**config.mk**
```make
export PLATFORM = sky130hd
export DESIGN_NAME = ecp_port_ctrl
export DESIGN_NICKNAME = d
export VERILOG_FILES = /design/src/rtl/ecp_pkg.sv /design/src/rtl/ecp_fifo.sv /design/src/rtl/ecp_fwd_engine.sv /design/src/rtl/ecp_rev_engine.sv /design/src/rtl/ecp_port_ctrl.sv
export SDC_FILE = /design/constraint.sdc
export NUM_CORES = 1
export LEC_CHECK = 0
export CAP_MARGIN = 20
export CORE_ASPECT_RATIO = 1.4
export CORE_MARGIN = 1
export CORE_UTILIZATION = 63
export CTS_CLUSTER_DIAMETER = 80
export DETAILED_ROUTE_END_ITERATION = 12
export DONT_BUFFER_PORTS = 1
export PLACE_DENSITY = 0.87
export SYNTH_ARGS = -nofsm -noshare
export SYNTH_HDL_FRONTEND = slang
export SYNTH_HIERARCHICAL = 1
export SYNTH_SLANG_ARGS = --single-unit
```
**constraint.sdc**
```tcl
create_clock -name clk -period 12.05 [get_ports clk]
set_input_delay 0 -clock clk [delete_from_list [all_inputs] [get_ports clk]]
set_output_delay 0 -clock clk [all_outputs]
set_load 0.02 [all_outputs]
```
**src/rtl/ecp_pkg.sv**
```systemverilog
// Package: shared mode encoding and helpers for the parallel port core.
// Assumes the mode field is three bits wide, as the register layout defines.
package ecp_pkg;
    typedef enum logic [2:0] {
        MODE_COMPAT = 3'b000,
        MODE_BIDIR  = 3'b001,
        MODE_PFIFO  = 3'b010,
        MODE_ECP    = 3'b011,
        MODE_EPP    = 3'b100,
        MODE_RSVD   = 3'b101,
        MODE_TEST   = 3'b110,
        MODE_CFG    = 3'b111
    } port_mode_e;

    // True for modes that move data through the shared FIFO.
    function automatic logic mode_has_fifo(port_mode_e m);
        return (m == MODE_PFIFO) || (m == MODE_ECP) || (m == MODE_TEST);
    endfunction

    // True for modes that the flush-on-exit rule returns to.
    function automatic logic mode_is_plain(port_mode_e m);
        return (m == MODE_COMPAT) || (m == MODE_BIDIR);
    endfunction
endpackage

```
**src/rtl/ecp_fifo.sv**
```systemverilog
// Module: synchronous FIFO with an occupancy count and a synchronous flush.
// Assumes DEPTH is a power of two. A push to a full FIFO and a pop from an
// empty FIFO are both ignored. The read data is the head entry (combinational).
module ecp_fifo #(
    parameter int WIDTH = 9,
    parameter int DEPTH = 16
) (
    input  logic                       clk,
    input  logic                       rst_n,
    input  logic                       flush,
    input  logic                       push,
    input  logic [WIDTH-1:0]           wdata,
    input  logic                       pop,
    output logic [WIDTH-1:0]           rdata,
    output logic                       full,
    output logic                       empty,
    output logic [$clog2(DEPTH+1)-1:0] count
);
    localparam int AW = $clog2(DEPTH);
    localparam int CW = $clog2(DEPTH + 1);
    localparam logic [CW-1:0] DEPTH_C = CW'(DEPTH);

    logic [WIDTH-1:0] mem [DEPTH];
    logic [AW-1:0]    wptr_q, rptr_q;
    logic             do_push, do_pop;

    assign full    = (count == DEPTH_C);
    assign empty   = (count == '0);
    assign do_push = push && !full;
    assign do_pop  = pop && !empty;
    assign rdata   = mem[rptr_q];

    // Storage write; the array needs no reset.
    always_ff @(posedge clk) begin
        if (do_push) mem[wptr_q] <= wdata;
    end

    // Pointer and occupancy update, with flush taking priority.
    always_ff @(posedge clk) begin
        if (!rst_n || flush) begin
            wptr_q <= '0;
            rptr_q <= '0;
            count  <= '0;
        end else begin
            if (do_push) wptr_q <= wptr_q + 1'b1;
            if (do_pop)  rptr_q <= rptr_q + 1'b1;
            count <= count + CW'(do_push) - CW'(do_pop);
        end
    end
endmodule

```
**src/rtl/ecp_fwd_engine.sv**
```systemverilog
// Module: forward handshake engine. It pops one tagged FIFO entry, presents
// it with a low strobe until the peripheral reports busy, then waits for busy
// to clear. Assumes periph_busy is already synchronous to clk.
module ecp_fwd_engine #(
    parameter int W = 8
) (
    input  logic         clk,
    input  logic         rst_n,
    input  logic         clear,
    input  logic         enable,
    input  logic         fifo_empty,
    input  logic [W:0]   fifo_rdata,
    output logic         fifo_pop,
    input  logic         periph_busy,
    output logic         stb_n,
    output logic [W-1:0] dout,
    output logic         cmd
);
    typedef enum logic [1:0] {F_IDLE, F_STB, F_REL} fstate_e;
    fstate_e state_q;

    assign fifo_pop = (state_q == F_IDLE) && enable && !clear && !fifo_empty;
    assign stb_n    = (state_q != F_STB);

    // Handshake sequencing and output latch.
    always_ff @(posedge clk) begin
        if (!rst_n) begin
            state_q <= F_IDLE;
            dout    <= '0;
            cmd     <= 1'b0;
        end else if (clear || !enable) begin
            state_q <= F_IDLE;
        end else begin
            case (state_q)
                F_IDLE: if (!fifo_empty) begin
                    dout    <= fifo_rdata[W-1:0];
                    cmd     <= fifo_rdata[W];
                    state_q <= F_STB;
                end
                F_STB:   if (periph_busy)  state_q <= F_REL;
                F_REL:   if (!periph_busy) state_q <= F_IDLE;
                default: state_q <= F_IDLE;
            endcase
        end
    end
endmodule

```
**src/rtl/ecp_rev_engine.sv**
```systemverilog
// Module: reverse receive engine with run-length expansion. A command byte
// with the top bit clear arms a repeat count N; the next data byte is pushed
// N+1 times, one per cycle, stalling while the FIFO is full. host_ack stays
// high from byte capture until the peripheral releases its strobe.
module ecp_rev_engine #(
    parameter int W = 8
) (
    input  logic         clk,
    input  logic         rst_n,
    input  logic         clear,
    input  logic         enable,
    input  logic         periph_stb_n,
    input  logic         rev_cmd,
    input  logic [W-1:0] din,
    input  logic         fifo_full,
    output logic         push,
    output logic [W-1:0] push_data,
    output logic         host_ack
);
    typedef enum logic [1:0] {R_IDLE, R_EXPAND, R_WAITREL} rstate_e;
    rstate_e        state_q;
    logic [W-2:0]   run_q, rep_q;
    logic [W-1:0]   byte_q;
    logic           armed_q;
    logic           take_plain;

    assign take_plain = (state_q == R_IDLE) && !periph_stb_n && !rev_cmd
                        && !armed_q && !fifo_full;
    assign push       = enable && !clear
                        && (take_plain || ((state_q == R_EXPAND) && !fifo_full));
    assign push_data  = (state_q == R_EXPAND) ? byte_q : din;
    assign host_ack   = (state_q != R_IDLE);

    // Byte capture, count arming and repeat expansion.
    always_ff @(posedge clk) begin
        if (!rst_n) begin
            state_q <= R_IDLE;
            run_q   <= '0;
            rep_q   <= '0;
            byte_q  <= '0;
            armed_q <= 1'b0;
        end else if (clear || !enable) begin
            state_q <= R_IDLE;
            armed_q <= 1'b0;
        end else begin
            case (state_q)
                R_IDLE: if (!periph_stb_n) begin
                    if (rev_cmd) begin
                        if (!din[W-1]) begin
                            run_q   <= din[W-2:0];
                            armed_q <= 1'b1;
                        end
                        state_q <= R_WAITREL;
                    end else if (armed_q) begin
                        rep_q   <= run_q;
                        byte_q  <= din;
                        armed_q <= 1'b0;
                        state_q <= R_EXPAND;
                    end else if (!fifo_full) begin
                        state_q <= R_WAITREL;
                    end
                end
                R_EXPAND: if (!fifo_full) begin
                    if (rep_q == '0) state_q <= R_WAITREL;
                    else             rep_q   <= rep_q - 1'b1;
                end
                R_WAITREL: if (periph_stb_n) state_q <= R_IDLE;
                default:   state_q <= R_IDLE;
            endcase
        end
    end
endmodule

```
**src/rtl/ecp_port_ctrl.sv**
```systemverilog
// Module: top of the parallel port core. It decodes the two register windows,
// holds the data, control and mode registers, routes the shared FIFO between
// the host, DMA and the two handshake engines, and forms the service request
// and the interrupt. Assumes a byte-wide bus and that all port inputs are
// already synchronous to clk.
module ecp_port_ctrl
    import ecp_pkg::*;
#(
    parameter int DATA_W     = 8,
    parameter int FIFO_DEPTH = 16,
    parameter int SVC_THRESH = 8
) (
    input  logic              clk,
    input  logic              rst_n,
    input  logic              bus_ext,
    input  logic [1:0]        bus_addr,
    input  logic              bus_wr,
    input  logic              bus_rd,
    input  logic [DATA_W-1:0] bus_wdata,
    output logic [DATA_W-1:0] bus_rdata,
    output logic              dma_req,
    input  logic              dma_ack,
    output logic              irq_n,
    output logic [DATA_W-1:0] pd_out,
    input  logic [DATA_W-1:0] pd_in,
    output logic              pd_oe,
    output logic              stb_n,
    output logic              host_cmd,
    output logic              host_ack,
    input  logic              periph_busy,
    input  logic              periph_ack_n,
    input  logic              rev_is_cmd
);
    localparam int CW = $clog2(FIFO_DEPTH + 1);
    localparam logic [CW-1:0] DEPTH_C  = CW'(FIFO_DEPTH);
    localparam logic [CW-1:0] THRESH_C = CW'(SVC_THRESH);

    port_mode_e        mode_q;
    logic              dma_en_q, svc_q;
    logic [DATA_W-1:0] ctrl_q, data_q;
    logic              wr_base0, wr_ctrl, wr_fifo, wr_ecr, rd_fifo;
    logic              fifo_mode, dir_rev, fwd_en, rev_en, flush, svc;
    logic              fifo_push, fifo_pop, fifo_full, fifo_empty;
    logic [DATA_W:0]   fifo_wdata, fifo_rd;
    logic [CW-1:0]     fifo_count;
    logic              fwd_pop, fwd_stb_n, fwd_cmd, rev_push;
    logic [DATA_W-1:0] fwd_dout, rev_data;
    port_mode_e        new_mode;

    assign wr_base0  = bus_wr && !bus_ext && (bus_addr == 2'd0);
    assign wr_ctrl   = bus_wr && !bus_ext && (bus_addr == 2'd2);
    assign wr_fifo   = bus_wr &&  bus_ext && (bus_addr == 2'd0);
    assign wr_ecr    = bus_wr &&  bus_ext && (bus_addr == 2'd2);
    assign rd_fifo   = bus_rd &&  bus_ext && (bus_addr == 2'd0);
    assign new_mode  = port_mode_e'(bus_wdata[DATA_W-1 -: 3]);
    assign fifo_mode = mode_has_fifo(mode_q);
    assign dir_rev   = ctrl_q[5];
    assign fwd_en    = (mode_q == MODE_PFIFO) || ((mode_q == MODE_ECP) && !dir_rev);
    assign rev_en    = (mode_q == MODE_ECP) && dir_rev;
    assign flush     = wr_ecr && fifo_mode && mode_is_plain(new_mode);

    // FIFO source and sink selection among host, DMA and the engines.
    always_comb begin
        if (rev_en) begin
            fifo_push  = rev_push;
            fifo_wdata = {1'b0, rev_data};
        end else begin
            fifo_push  = (wr_fifo && ((mode_q == MODE_TEST) || fwd_en))
                       || (wr_base0 && fwd_en && (mode_q == MODE_ECP))
                       || (dma_ack && dma_en_q && fwd_en);
            fifo_wdata = {wr_base0 && (mode_q == MODE_ECP), bus_wdata};
        end
        fifo_pop = fwd_pop
                 || (rd_fifo && ((mode_q == MODE_TEST) || rev_en))
                 || (dma_ack && dma_en_q && rev_en);
    end

    // Service request: free space going forward, held data going in reverse.
    assign svc     = fifo_mode && (dir_rev ? (fifo_count >= THRESH_C)
                                           : ((DEPTH_C - fifo_count) >= THRESH_C));
    assign dma_req = svc && dma_en_q;

    // Register file: data latch, control and mode registers.
    always_ff @(posedge clk) begin
        if (!rst_n) begin
            mode_q   <= MODE_COMPAT;
            dma_en_q <= 1'b0;
            ctrl_q   <= '0;
            data_q   <= '0;
        end else begin
            if (wr_base0 && !fifo_mode) data_q <= bus_wdata;
            if (wr_ctrl) ctrl_q <= bus_wdata;
            if (wr_ecr) begin
                mode_q   <= new_mode;
                dma_en_q <= bus_wdata[3];
            end
        end
    end

    // Interrupt: a level in compatible mode, one-cycle pulses in FIFO modes.
    always_ff @(posedge clk) begin
        if (!rst_n) begin
            irq_n <= 1'b1;
            svc_q <= 1'b0;
        end else begin
            svc_q <= svc;
            if (mode_q == MODE_COMPAT) irq_n <= !(ctrl_q[4] && !periph_ack_n);
            else if (fifo_mode)        irq_n <= !(svc && !svc_q && !dma_en_q);
            else                       irq_n <= 1'b1;
        end
    end

    // Read data multiplexer, with the DMA read path taking priority.
    always_comb begin
        bus_rdata = '0;
        if (dma_ack && dma_en_q && rev_en) begin
            bus_rdata = fifo_rd[DATA_W-1:0];
        end else if (bus_rd) begin
            case ({bus_ext, bus_addr})
                3'b000:  bus_rdata = (dir_rev && (mode_q == MODE_BIDIR)) ? pd_in : data_q;
                3'b001:  bus_rdata = {periph_busy, periph_ack_n, {(DATA_W-2){1'b0}}};
                3'b010:  bus_rdata = ctrl_q;
                3'b100:  bus_rdata = ((mode_q == MODE_TEST) || rev_en) ? fifo_rd[DATA_W-1:0] : '0;
                3'b110:  bus_rdata = {mode_q, 1'b0, dma_en_q, 1'b0, fifo_full, fifo_empty};
                default: bus_rdata = '0;
            endcase
        end
    end

    assign pd_out   = fifo_mode ? fwd_dout : data_q;
    assign pd_oe    = !(((mode_q == MODE_BIDIR) || (mode_q == MODE_ECP)) && dir_rev);
    assign stb_n    = fifo_mode ? fwd_stb_n : !ctrl_q[0];
    assign host_cmd = fifo_mode && fwd_cmd;

    ecp_fifo #(.WIDTH(DATA_W + 1), .DEPTH(FIFO_DEPTH)) u_fifo (
        .clk(clk), .rst_n(rst_n), .flush(flush),
        .push(fifo_push), .wdata(fifo_wdata), .pop(fifo_pop), .rdata(fifo_rd),
        .full(fifo_full), .empty(fifo_empty), .count(fifo_count)
    );

    ecp_fwd_engine #(.W(DATA_W)) u_fwd (
        .clk(clk), .rst_n(rst_n), .clear(flush), .enable(fwd_en),
        .fifo_empty(fifo_empty), .fifo_rdata(fifo_rd), .fifo_pop(fwd_pop),
        .periph_busy(periph_busy), .stb_n(fwd_stb_n), .dout(fwd_dout), .cmd(fwd_cmd)
    );

    ecp_rev_engine #(.W(DATA_W)) u_rev (
        .clk(clk), .rst_n(rst_n), .clear(flush), .enable(rev_en),
        .periph_stb_n(periph_ack_n), .rev_cmd(rev_is_cmd), .din(pd_in),
        .fifo_full(fifo_full), .push(rev_push), .push_data(rev_data), .host_ack(host_ack)
    );
endmodule

```
# Word level (Yosys, flattened, before mapping)
# Memory sizes are Yosys's and may differ from the RTL's. A register that Yosys moved wholly into a read port is not among the register bits.
# Cells that the tools add are included.
# word_totals
reg_bits	71
ramBits	144
input_bits	27
output_inout_bits	22
elab_cells	191
n_memories	1
# op_classes
add_sub_neg	6
order_cmp	2
n_eq_ne	28
mux	37
bitwise_logic	7
reduce_logical	93
# memory_table
memory	words	width	rd	rd_clocked_by_memory_dff	wr	line	source
u_fifo.mem	16	9	1	1	1	ecp_fifo.sv:23	logic [WIDTH-1:0] mem [DEPTH];
# op_table
operator	n
$mux W8	6
$logic_and A1 B1 Y1	41
$pmux W8 S5	1
$mux W7	5
$mux W2	10
$ne A2 B2 Y1 const B	10
$logic_not A1 Y1	18
$logic_or A1 B1 Y1	15
$reduce_and A5 Y1	3
$pmux W7 S2	1
$pmux W2 S3	2
$ge A5 B4 Y1 const B	2
$eq A3 B1 Y1 const B	3
$eq A3 B2 Y1 const B	3
$eq A3 B3 Y1 const B	3
$logic_not A3 Y1	3
$mux W1	9
$mux W9	1
$reduce_and A3 Y1	3
$add A4 B1 Y4 const B	2
$mux W4	2
$logic_not A7 Y1	1
$not A1 Y1	7
$reduce_and A7 Y1	1
other kinds (13)	21

# Logic depth before layout (Yosys ltp)
# Gate-level depths: netlist (run 1).
# logic_depth
depth_word	13
ltp_mapped	18
depth_no_buf	16

# Modules after synthesis
# Netlist (run 1), hierarchy kept.
# by_module_without_submodules
mod	n_inst	cells_each	area_per_inst_um2	seq_area_each_um2
ecp_fifo	1	333	6422.4	4664.5
ecp_port_ctrl	1	188	1665.3	440.4
ecp_rev_engine	1	169	1325.0	500.5
ecp_fwd_engine	1	50	474.2	220.2

# Worst setup path before layout (run 1)
# Ideal clock, no wire load.
# synth_path
path_kind	register to register
startpoint	register mode_q[1]
endpoint	register u_fifo.count[4]
setup_ps	70
arrival_ps	3721
t_required_ps	11980
setup_slack_ps	8259
path_stages_with_launch	18
path_buffers	2
period_less_slack_ps	3791
cell_sequence	dfxtp_1 -> a21boi_2 -> buf_2 -> nor4b_1 -> nor2b_1 -> nor4b_4 -> buf_6 -> or2_2 -> nand2_1 -> inv_1 -> ha_1 -> inv_1 -> ha_1 -> fa_1 -> a21oi_1 -> nor2_1 -> or3_1 -> a21oi_1
# synth_via
elab_chain_len	12
elab_cells_between_ends	34
cone_classes	add/sub: 2; eq/ne: 3; mux: 1; reduce/logical: 28
# synth_rtl
element	line	source
start, declared	ecp_port_ctrl.sv:38	port_mode_e mode_q;
start signal, assigned	ecp_port_ctrl.sv:94	mode_q <= new_mode;
$eq A3 B2 Y1	ecp_pkg.sv:17	return (m == MODE_PFIFO) || (m == MODE_ECP) || (m == MODE_TEST);
$logic_or A1 B1 Y1	ecp_pkg.sv:17	
$logic_or A1 B1 Y1 *	ecp_pkg.sv:17	
$logic_and A1 B1 Y1 * (2 in a row)	ecp_port_ctrl.sv:60	assign flush = wr_ecr && fifo_mode && mode_is_plain(new_mode);
named net flush	ecp_port_ctrl.sv:42	logic fifo_mode, dir_rev, fwd_en, rev_en, flush, svc;
$logic_not A1 Y1 *	ecp_fwd_engine.sv:22	assign fifo_pop = (state_q == F_IDLE) && enable && !clear && !fifo_empty;
$logic_and A1 B1 Y1 * (2 in a row)	ecp_fwd_engine.sv:22	
named net fwd_pop	ecp_port_ctrl.sv:46	logic fwd_pop, fwd_stb_n, fwd_cmd, rev_push;
$logic_or A1 B1 Y1 *	ecp_port_ctrl.sv:74	|| (rd_fifo && ((mode_q == MODE_TEST) || rev_en))
$logic_or A1 B1 Y1 *	ecp_port_ctrl.sv:75	|| (dma_ack && dma_en_q && rev_en);
named net fifo_pop	ecp_port_ctrl.sv:43	logic fifo_push, fifo_pop, fifo_full, fifo_empty;
$logic_and A1 B1 Y1 *	ecp_fifo.sv:30	assign do_pop = pop && !empty;
$sub A5 B1 Y5 *	ecp_fifo.sv:47	count <= count + CW'(do_push) - CW'(do_pop);
end signal, assigned	ecp_fifo.sv:47	
end, declared	ecp_fifo.sv:17	output logic [$clog2(DEPTH+1)-1:0] count
# The timed path passes the listed nets; every way through them passes the cells marked *.
# A chain may end at the register's enable or synchronous reset.

# Final worst setup path (run 1)
# layout_path
startpoint	register mode_q[1]
endpoint	register u_fifo.count[4]
# layout_via
elab_chain_len	12
elab_cells_between_ends	34
cone_classes	add/sub: 2; eq/ne: 3; mux: 1; reduce/logical: 28
# layout_rtl
element	line	source
$eq A3 B2 Y1	ecp_pkg.sv:17	
$logic_or A1 B1 Y1	ecp_pkg.sv:17	
$logic_or A1 B1 Y1 *	ecp_pkg.sv:17	
$logic_and A1 B1 Y1 * (2 in a row)	ecp_port_ctrl.sv:60	
named net flush	ecp_port_ctrl.sv:42	
$logic_not A1 Y1 *	ecp_rev_engine.sv:29	assign push = enable && !clear
$logic_and A1 B1 Y1 *	ecp_rev_engine.sv:29	
$logic_and A1 B1 Y1 *	ecp_rev_engine.sv:30	&& (take_plain || ((state_q == R_EXPAND) && !fifo_full));
named net rev_push	ecp_port_ctrl.sv:46	
$mux W1 *	ecp_port_ctrl.sv:64	if (rev_en) begin
named net fifo_push	ecp_port_ctrl.sv:43	
$logic_and A1 B1 Y1 *	ecp_fifo.sv:29	assign do_push = push && !full;
$add A5 B1 Y5 *	ecp_fifo.sv:47	
$sub A5 B1 Y5 *	ecp_fifo.sv:47	
# Marks and branches as above.

==> summary.log, run 1 <==
INFO  setup_path     crit-reg2reg-capture=u_fifo/count[4]
INFO  clock_network  clockRootBuffer=sky130_fd_sc_hd__clkbuf_16
INFO  job            timing.max_cap.violations=0
INFO  logic_synthesis yosys_warn_count=6
INFO  detailed_routing ant_nets=0
INFO  logic_synthesis synth_xor_xnor_area_share=0.9744%
INFO  layout         most-common-layout-cells=144 x sky130_fd_sc_hd__edfxtp_1, 95 x sky130_fd_sc_hd__nand2_1, 74 x sky130_fd_sc_hd__dfxtp_1, 48 x sky130_fd_sc_hd__mux2i_1, 48 x sky130_fd_sc_hd__nor2_1
INFO  sta            timing_max_transition_violations_final=0
INFO  detailed_routing drcViolationCount=0
INFO  setup_path     critPathKind=register to register
INFO  grt            antenna_found_initial=0
INFO  layout         sequential_cell_area=5827um^2
INFO  layout         filler_cell_count=946
INFO  clock_network  cts_tree=yes
INFO  detailed_routing routed_wl=23.08mm
INFO  layout         nets=803
INFO  hold_path      worst_hold_startpoint=bus_wr
INFO  logic_synthesis synthAdderAreaFrac=1.848%
INFO  detailed_routing drt-initial-drc-count=519
INFO  layout         post_route_cells_drive_above_1_share=12.63%
INFO  pwr            leakage=3.724nW
INFO  logic_synthesis postSynthNetCount=781
INFO  clock_network  clk_pin_slew_worst_paths=0.06ns
INFO  grt            grtUsageTotal=29.35%
INFO  grt            first_global_vias=6471
INFO  logic_synthesis yosys_register_bits=219
INFO  die            die_w=107.9um
INFO  layout         antenna-diode-count=0
INFO  run_status     run_status=completed
INFO  setup_path     path_max_fanout=14
INFO  setup_path     crit_required=12.45ns
INFO  detailed_routing vias_after_detailed_routing=6284
INFO  setup_path     capturing_element_type_of_the_critical_path=register
INFO  grt            grt_overflow_total=0
INFO  clock_network  cts.htree.levels=1
INFO  sta            timing.fmax=224.4MHz
INFO  die            rows=53
INFO  sta            rsz0062_at_grt=false
INFO  placement      gpl.final_weighted_congestion=0.9090
INFO  logic_synthesis yosys-mux-area-fraction=15.68%
INFO  logic_synthesis postSynth.asyncResetShare=0%
INFO  logic_synthesis synth_area=9887um^2
INFO  sta            final-setup-viol-count=0
INFO  sta            timing.final.crit_period=4.457ns
INFO  sta            setup_total_negative_slack=0ns
INFO  placement      port-buffer-count=0
INFO  setup_path     setup.reg_to_reg.worst_slack=7.59ns
INFO  logic_synthesis synth_top_area_cell=sky130_fd_sc_hd__edfxtp_1
INFO  logic_synthesis synth_edf_count=144
INFO  logic_synthesis synth-compound-area-share=6.568%
INFO  die            ioPinCount=49
INFO  sta            measured_slew_at_the_worst_slew_check_pin=0.8981ns
INFO  clock_network  clock_insertion_delay_worst_skew=0.49ns
INFO  logic_synthesis part_of_the_yosys_area_used_for_sequential_elements=58.92%
INFO  pwr            vdd_ir_drop_max=0.1154mV
INFO  grt            grt_pass1_wl=35.01mm
INFO  setup_path     timing.reg2reg.worst_path_depth=14
INFO  logic_synthesis synth-simple-area-share=12.41%
INFO  sta            layout_worst_path_cycle_share=36.99%
INFO  hold_path      hold_path_end=dma_en_q
INFO  clock_network  max-clock-path-buffers=3
INFO  sta            timing_hold_violations_final=0
INFO  sta            relSlewSlack=39.91%
INFO  placement      hpwlAfterDp=15.73mm
INFO  hold_path      timing.hold.worst.class=input pin to register
INFO  logic_synthesis synth.top_cell.area_share=43.74%
INFO  logic_synthesis yosys_most_used_dff=sky130_fd_sc_hd__edfxtp_1
INFO  sta            clock_skew=0.01035ns
INFO  logic_synthesis synthesis.instances=740
INFO  die            core_area=15190um^2
INFO  pwr            total_power=1.443mW
INFO  pwr            power.density=132.5nW/um^2
INFO  die            die_h=150.2um
INFO  clock_network  num_cts_buffers=21
INFO  clock_network  clock_sinks=219
INFO  setup_path     r2r_start=mode_q[1]
INFO  grt            grt_start_max_net_pins=48
INFO  detailed_routing firstDrtPassIters=5
INFO  layout         area_delta_synth_final=10.14%
INFO  logic_synthesis synth_top_family_by_area=multiplexers
INFO  hold_path      whs_path_depth=3
INFO  logic_synthesis post_synth_num_cell_types=72
INFO  die            floorplan.initialDensity=65.11%
INFO  logic_synthesis yosys-top-cells-area=sky130_fd_sc_hd__edfxtp_1 44%, sky130_fd_sc_hd__dfxtp_1 15%, sky130_fd_sc_hd__mux2i_1 4.9%
INFO  die            dieArea=16210um^2
INFO  logic_synthesis synthesis.area_per_instance=13.36um^2
INFO  detailed_routing number_of_vias_per_cell_after_detailed_routing=6.492
INFO  detailed_routing avgRoutedWirePerCell=23.84um
INFO  layout         multiInputGateArea=3731um^2
INFO  layout         layout_commonest_cell=sky130_fd_sc_hd__edfxtp_1
INFO  setup_path     arrival=4.86ns
INFO  setup_path     start_kind=register
INFO  clock_network  post_cts_resized=0
-- power breakdown --
part           switching [mW]  total (mW)  internal [mW]
registers             0.00187       0.801          0.799
clock network           0.262       0.602          0.340
logic                  0.0251      0.0401         0.0149
total                   0.289        1.44           1.15
-- synth_stat cells, types with 2 or more instances --
cell type,instances
sky130_fd_sc_hd__nor2b_1,18
sky130_fd_sc_hd__o21ai_0,13
sky130_fd_sc_hd__nor3b_1,8
sky130_fd_sc_hd__mux4_2,21
sky130_fd_sc_hd__o211ai_1,2
sky130_fd_sc_hd__nand3_1,11
sky130_fd_sc_hd__a22o_1,8
sky130_fd_sc_hd__nor3_1,9
sky130_fd_sc_hd__ha_1,13
sky130_fd_sc_hd__a21o_1,3
sky130_fd_sc_hd__buf_2,12
sky130_fd_sc_hd__xnor2_1,4
sky130_fd_sc_hd__buf_6,8
sky130_fd_sc_hd__or3_1,2
sky130_fd_sc_hd__mux4_1,15
sky130_fd_sc_hd__nand4_1,4
sky130_fd_sc_hd__nand2_1,95
sky130_fd_sc_hd__inv_1,21
sky130_fd_sc_hd__xor2_1,7
sky130_fd_sc_hd__nand3b_1,4
sky130_fd_sc_hd__a31oi_1,2
sky130_fd_sc_hd__or2_2,4
sky130_fd_sc_hd__a22oi_1,18
sky130_fd_sc_hd__a211o_1,2
sky130_fd_sc_hd__nor4_1,6
sky130_fd_sc_hd__and2b_1,2
sky130_fd_sc_hd__mux2i_1,48
sky130_fd_sc_hd__a21boi_0,8
sky130_fd_sc_hd__mux2_2,18
sky130_fd_sc_hd__clkbuf_1,11
sky130_fd_sc_hd__edfxtp_1,144
sky130_fd_sc_hd__nand2b_1,7
sky130_fd_sc_hd__nor2_1,48
sky130_fd_sc_hd__and2_1,13
sky130_fd_sc_hd__o22ai_1,4
sky130_fd_sc_hd__dfxtp_1,75
sky130_fd_sc_hd__a21oi_1,13
sky130_fd_sc_hd__and3_1,2
sky130_fd_sc_hd__buf_4,4
-- critical path, stage by stage, from the launching register on --
cell	delay, ns
sky130_fd_sc_hd__dfxtp_1	0.51
sky130_fd_sc_hd__a21boi_2	0.65
sky130_fd_sc_hd__nor4b_1	0.60
sky130_fd_sc_hd__nand2b_1	0.29
sky130_fd_sc_hd__nor3_1	0.07
sky130_fd_sc_hd__o22a_1	0.28
sky130_fd_sc_hd__nand2_1	0.36
sky130_fd_sc_hd__ha_1	0.21
sky130_fd_sc_hd__inv_1	0.04
sky130_fd_sc_hd__ha_1	0.21
sky130_fd_sc_hd__fa_1	0.41
sky130_fd_sc_hd__a21oi_1	0.17
sky130_fd_sc_hd__nor2_1	0.06
sky130_fd_sc_hd__or3_1	0.36
sky130_fd_sc_hd__a21oi_1	0.18
-- metal layers --
layer	track usage, %	vias to the layer above	part of all wire, %
met2	51.19	319	50
met5	0	-	0
met3	4.848	89	6.9
met4	16.10	0	6.1
met1	34.40	3074	37
li1	-	2802	-
-- worst max path at each step --
stage                    from         endpoint  slack, ns  cells after the start
finish              mode_q[1]  u_fifo/count[4]       7.59                     14
global route        mode_q[1]  u_fifo/count[4]       7.30                     14
CTS                 mode_q[1]  u_fifo/count[4]       7.58                     14
detailed placement  mode_q[1]  u_fifo/count[4]       7.62                     14
global placement    mode_q[1]  u_fifo/count[4]       7.92                     14
floorplan           mode_q[1]  u_fifo/count[4]       8.26                     17
-- registers in the layout, indices dropped and copies added (netlist names), 2 cells and up, named ones only --
name,count
mode_q,3
ctrl_q,8
u_fifo/count,5
u_rev/state_q,2
u_fwd/state_q,2
u_fwd/dout,8
u_rev/run_q,7
u_fifo/wptr_q,4
u_fifo/mem,144
u_fifo/rptr_q,4
u_rev/byte_q,8
u_rev/rep_q,7
data_q,8
-- final cells by class --
class / count / area share [%]
clock buffer: 22 / 4.860
sequential: 219 / 53.51
clock inverter: 15 / 0.9422
timing repair buffer: 39 / 3.493
tap: 192 / 2.206
inverter: 21 / 0.7239
multi-input combinational: 460 / 34.26
-- per-stage QoR --
stage,util [%],hold slack [ns],area [um^2],std cells,setup WS [ns]
3_3_place_gp,65.29,0.08729,9915,897,7.916
3_5_place_dp,65.34,0.09410,9922,898,7.618
5_1_grt,71.71,0.03291,10890,968,7.305
4_1_cts,71.61,0.003179,10870,966,7.584
6_report,71.71,0.01551,10890,968,7.593
2_1_floorplan,-,0.1138,9887,740,8.259
-- kinds of logic (layout without fill, tap and decap cells) --
logic type      after synthesis  after routing
mux                         102            102
compound gates               89             89
fa+ha+maj                    14             14
flops                       219            219
xor+xnor                     11             11
simple gates                244            244
buf+inv                      61             97
-- timing repair --
action,CTS,global route
hold buffers,31,0
endpoints found under the hold margin,58,0
setup buffers,0,0
No activity file was read; power rests on OpenSTA's default activity.
==> inputs of run 2 (changes only) <==
--- a/config.mk
+++ b/config.mk
@@ -5,14 +5,15 @@
 export SDC_FILE = /design/constraint.sdc
 export NUM_CORES = 1
 export LEC_CHECK = 0
+export ABC_AREA = 1
 export CAP_MARGIN = 20
 export CORE_ASPECT_RATIO = 1.4
 export CORE_MARGIN = 1
-export CORE_UTILIZATION = 63
+export CORE_UTILIZATION = 58
 export CTS_CLUSTER_DIAMETER = 80
 export DETAILED_ROUTE_END_ITERATION = 12
 export DONT_BUFFER_PORTS = 1
-export PLACE_DENSITY = 0.87
+export PLACE_DENSITY = 0.84
 export SYNTH_ARGS = -nofsm -noshare
 export SYNTH_HDL_FRONTEND = slang
 export SYNTH_HIERARCHICAL = 1
==> constraint.sdc (replaced) <==
create_clock -name clk -period 3.7 [get_ports clk]
set_input_delay 0 -clock clk [delete_from_list [all_inputs] [get_ports clk]]
set_output_delay 0 -clock clk [all_outputs]
set_load 0.02 [all_outputs]
==> summary.log, run 2 <==
INFO  run_status     run_status=completed
INFO  logic_synthesis yosys_most_used_dff=sky130_fd_sc_hd__edfxtp_1
INFO  setup_path     critical_path.top_delay_family=simple AND/OR/NAND/NOR gates
INFO  logic_synthesis yosys-top-cells-area=sky130_fd_sc_hd__edfxtp_1 39%, sky130_fd_sc_hd__dfxtp_1 14%, sky130_fd_sc_hd__nand2_1 12%
INFO  sta            clock_skew=0.009426ns
INFO  setup_path     start_kind=register
INFO  clock_network  clockRootBuffer=sky130_fd_sc_hd__clkbuf_16
INFO  detailed_routing vias_after_detailed_routing=8901
INFO  die            die_h=164.9um
INFO  detailed_routing number_of_vias_per_cell_after_detailed_routing=5.563
INFO  setup_path     critical_path.max_stage_delay=0.39ns
INFO  die            floorplan.initialDensity=59.13%
INFO  detailed_routing drcViolationCount=0
INFO  logic_synthesis part_of_the_yosys_area_used_for_sequential_elements=52.96%
INFO  setup_path     critPathKind=register to register
INFO  detailed_routing drt-initial-drc-count=877
INFO  sta            setup_total_negative_slack=0ns
INFO  grt            first_global_vias=8450
INFO  layout         layout_commonest_cell=sky130_fd_sc_hd__nand2_1
INFO  grt            grt_pass1_wl=43.58mm
INFO  setup_path     r2r_start=mode_q[1]
INFO  grt            grtUsageTotal=28.94%
INFO  layout         most-common-layout-cells=357 x sky130_fd_sc_hd__nand2_1, 204 x sky130_fd_sc_hd__inv_1, 149 x sky130_fd_sc_hd__nand3_1, 144 x sky130_fd_sc_hd__edfxtp_1, 115 x sky130_fd_sc_hd__nor2_1
INFO  logic_synthesis postSynthNetCount=1353
INFO  die            ioPinCount=49
INFO  logic_synthesis synth_area=11000um^2
INFO  placement      port-buffer-count=0
INFO  clock_network  cts_tree=yes
INFO  sta            timing_max_transition_violations_final=0
INFO  sta            timing_hold_violations_final=0
INFO  clock_network  max-clock-path-buffers=3
INFO  clock_network  num_cts_buffers=21
INFO  setup_path     crit_required=4.10ns
INFO  die            die_w=118.4um
INFO  setup_path     setup.reg_to_reg.worst_slack=0.34ns
INFO  pwr            power.density=404.9nW/um^2
INFO  clock_network  post-cts-setup-buffers=0
INFO  setup_path     path_max_fanout=12
INFO  detailed_routing routed_wl=28.04mm
INFO  placement      gpl.final_weighted_congestion=0.9532
INFO  setup_path     crit-reg2reg-capture=u_fifo/count[4]
INFO  layout         antenna-diode-count=0
INFO  die            rows=59
INFO  setup_path     critical-path-top-cell-by-count=sky130_fd_sc_hd__nand2_1
INFO  logic_synthesis post_synth_num_cell_types=45
INFO  logic_synthesis yosys_register_bits=219
INFO  logic_synthesis synthesis.instances=1312
INFO  sta            layout_worst_path_cycle_share=90.87%
INFO  logic_synthesis yosys_warn_count=6
INFO  logic_synthesis postSynth.asyncResetShare=0%
INFO  grt            grt_overflow_total=0
INFO  layout         multiInputGateArea=3989um^2
INFO  layout         filler_cell_count=1539
INFO  layout         register_name_with_the_most_flops=u_fifo/mem
INFO  layout         largest_register_ffs=144
INFO  hold_path      worst_hold_startpoint=bus_addr[1]
INFO  placement      hpwlAfterDp=19.03mm
INFO  pwr            leakage=5.353nW
INFO  logic_synthesis synth_top_area_cell=sky130_fd_sc_hd__edfxtp_1
INFO  setup_path     capturing_element_type_of_the_critical_path=register
INFO  layout         finalInstanceArea=12130um^2
INFO  hold_path      hold_path_end=ctrl_q[0]
INFO  job            timing.max_cap.violations=0
INFO  clock_network  clock_sinks=219
INFO  sta            relSlewSlack=39.67%
INFO  clock_network  clock_insertion_delay_worst_skew=0.50ns
INFO  logic_synthesis synthesis.area_per_instance=8.384um^2
INFO  detailed_routing ant_nets=0
INFO  die            dieArea=19530um^2
INFO  layout         post_route_cells_drive_above_1_share=7.375%
INFO  detailed_routing firstDrtPassIters=6
INFO  logic_synthesis synth_edf_count=144
INFO  logic_synthesis synth.top_cell.area_share=39.31%
INFO  sta            timing.fmax=297.4MHz
INFO  sta            final-setup-viol-count=0
INFO  die            core_area=18600um^2
INFO  logic_synthesis synth.most_common_cell=sky130_fd_sc_hd__nand2_1
INFO  sta            measured_slew_at_the_worst_slew_check_pin=0.9028ns
INFO  grt            antenna_found_initial=0
INFO  placement      dpl_cell_area=11050um^2
INFO  hold_path      timing.hold.worst.class=input pin to register
INFO  setup_path     cp_cell_sequence=inv_2 > a21oi_2 > inv_2 > nor4_1 > inv_1 > nand2_1 > nor2_8 > a31oi_1 > o21ai_1 > nand2_1 > inv_1 > ha_1 > inv_1 > ha_1 > fa_1 > nand2_1 > a21oi_1 > nor2_1 > nand2_1 > nand2_1 > nor2_1
INFO  clock_network  cts.htree.levels=1
INFO  layout         sequential_cell_area=5827um^2
INFO  setup_path     total_buffers_and_inverters_traversed_by_the_critical_path=5
INFO  logic_synthesis synth.top_cells.by_count=357 x sky130_fd_sc_hd__nand2_1, 204 x sky130_fd_sc_hd__inv_1, 149 x sky130_fd_sc_hd__nand3_1
INFO  layout         nets=1383
INFO  setup_path     timing.reg2reg.worst_path_depth=21
INFO  layout         area_delta_synth_final=10.28%
INFO  setup_path     arrival=3.76ns
INFO  detailed_routing avgRoutedWirePerCell=17.52um
INFO  setup_path     critPathSlowestCell=sky130_fd_sc_hd__fa_1
INFO  sta            timing.final.crit_period=3.362ns
INFO  sta            rsz0062_at_grt=false
INFO  clock_network  clk_pin_slew_worst_paths=0.07ns
INFO  hold_path      whs_path_depth=3
INFO  pwr            vdd_ir_drop_max=0.3753mV
INFO  grt            grt_start_max_net_pins=73
## run 2: cell count changes after synthesis, moves of 18 or more
cell / delta
sky130_fd_sc_hd__a21oi_1: +30
sky130_fd_sc_hd__mux2i_1: -48
sky130_fd_sc_hd__mux4_2: -21
sky130_fd_sc_hd__nand4_1: +18
sky130_fd_sc_hd__nand2_1: +262
sky130_fd_sc_hd__mux2_2: -18
sky130_fd_sc_hd__nor2_1: +67
sky130_fd_sc_hd__o21ai_1: +19
sky130_fd_sc_hd__inv_1: +183
sky130_fd_sc_hd__nand3_1: +138
sky130_fd_sc_hd__o21ai_0: +29
sky130_fd_sc_hd__nor2b_1: -18
sky130_fd_sc_hd__a22oi_1: -18
## run 2: cell families after synthesis
group / count (synthesis) / synth area share [%]
compound gates: 119 / 5.858
xor+xnor: 3 / 0.2389
fa+ha+maj: 14 / 1.661
buf+inv: 267 / 10.83
flops: 219 / 52.96
simple gates: 690 / 28.45
## run 2: how the worst max path moves through the flow
stage / from / endpoint / slack [ns] / cells past startpoint
final: mode_q[1] / u_fifo/count[4] / 0.34 / 21
after global routing: mode_q[1] / u_fifo/count[4] / 0.04 / 19
after CTS: mode_q[1] / u_fifo/count[4] / 0.34 / 19
after detailed placement: mode_q[1] / u_fifo/count[4] / 0.37 / 19
after global placement: mode_q[1] / u_fifo/count[4] / 0.46 / 21
after floorplan: mode_q[2] / u_fifo/count[4] / 0.49 / 21
## run 2: tightest hold or removal path: cells and delay by family
kind             cells  cell delay [ns]
AO/OA/AOI/OAI        1             0.12
AND/OR/NAND/NOR      2             0.38
## run 2: what timing repair did
item | CTS | global route
hold endpoints to repair | 75 | 0
setup endpoints to repair | 0 | 1
hold buffers | 40 | 0
gates resized for setup | 0 | 1
## run 2: layer usage
layer	GRT usage [%]	vias up	part of all wire, %
met5	0	-	0
met4	18.01	0	6.2
met3	4.869	129	7.8
met2	51.23	452	49
met1	32.69	4055	37
li1	-	4265	-
## run 2: through the flow
| step | utilization (%) | instances | setup WS [ns] | hold WS (ns) | power [mW] |
|---|---|---|---|---|---|
| after floorplan | - | 1312 | 0.4902 | 0.1352 | 2.773 |
| after global placement | 59.40 | 1523 | 0.4588 | 0.1281 | 2.800 |
| after detailed placement | 59.40 | 1523 | 0.3684 | 0.1312 | 2.803 |
| after CTS | 65.17 | 1600 | 0.3403 | 0.02264 | 4.927 |
| after global routing | 65.21 | 1600 | 0.03941 | 0.05561 | 5.051 |
| final | 65.21 | 1600 | 0.3380 | 0.03557 | 4.911 |
## run 2: layout make-up
class | instances | area share, %
Sequential cell | 219 | 48.04
Multi-Input combinational cell | 826 | 32.88
Inverter | 221 | 6.911
Clock buffer | 26 | 4.487
Timing Repair Buffer | 53 | 4.188
Tap cell | 244 | 2.517
Clock inverter | 11 | 0.9799
## run 2: report_power, final
part	internal [mW]	switching, mW	total, mW
registers	2.61	0.00762	2.62
logic	0.0541	0.128	0.182
clock network	1.20	0.917	2.11
total	3.86	1.05	4.91
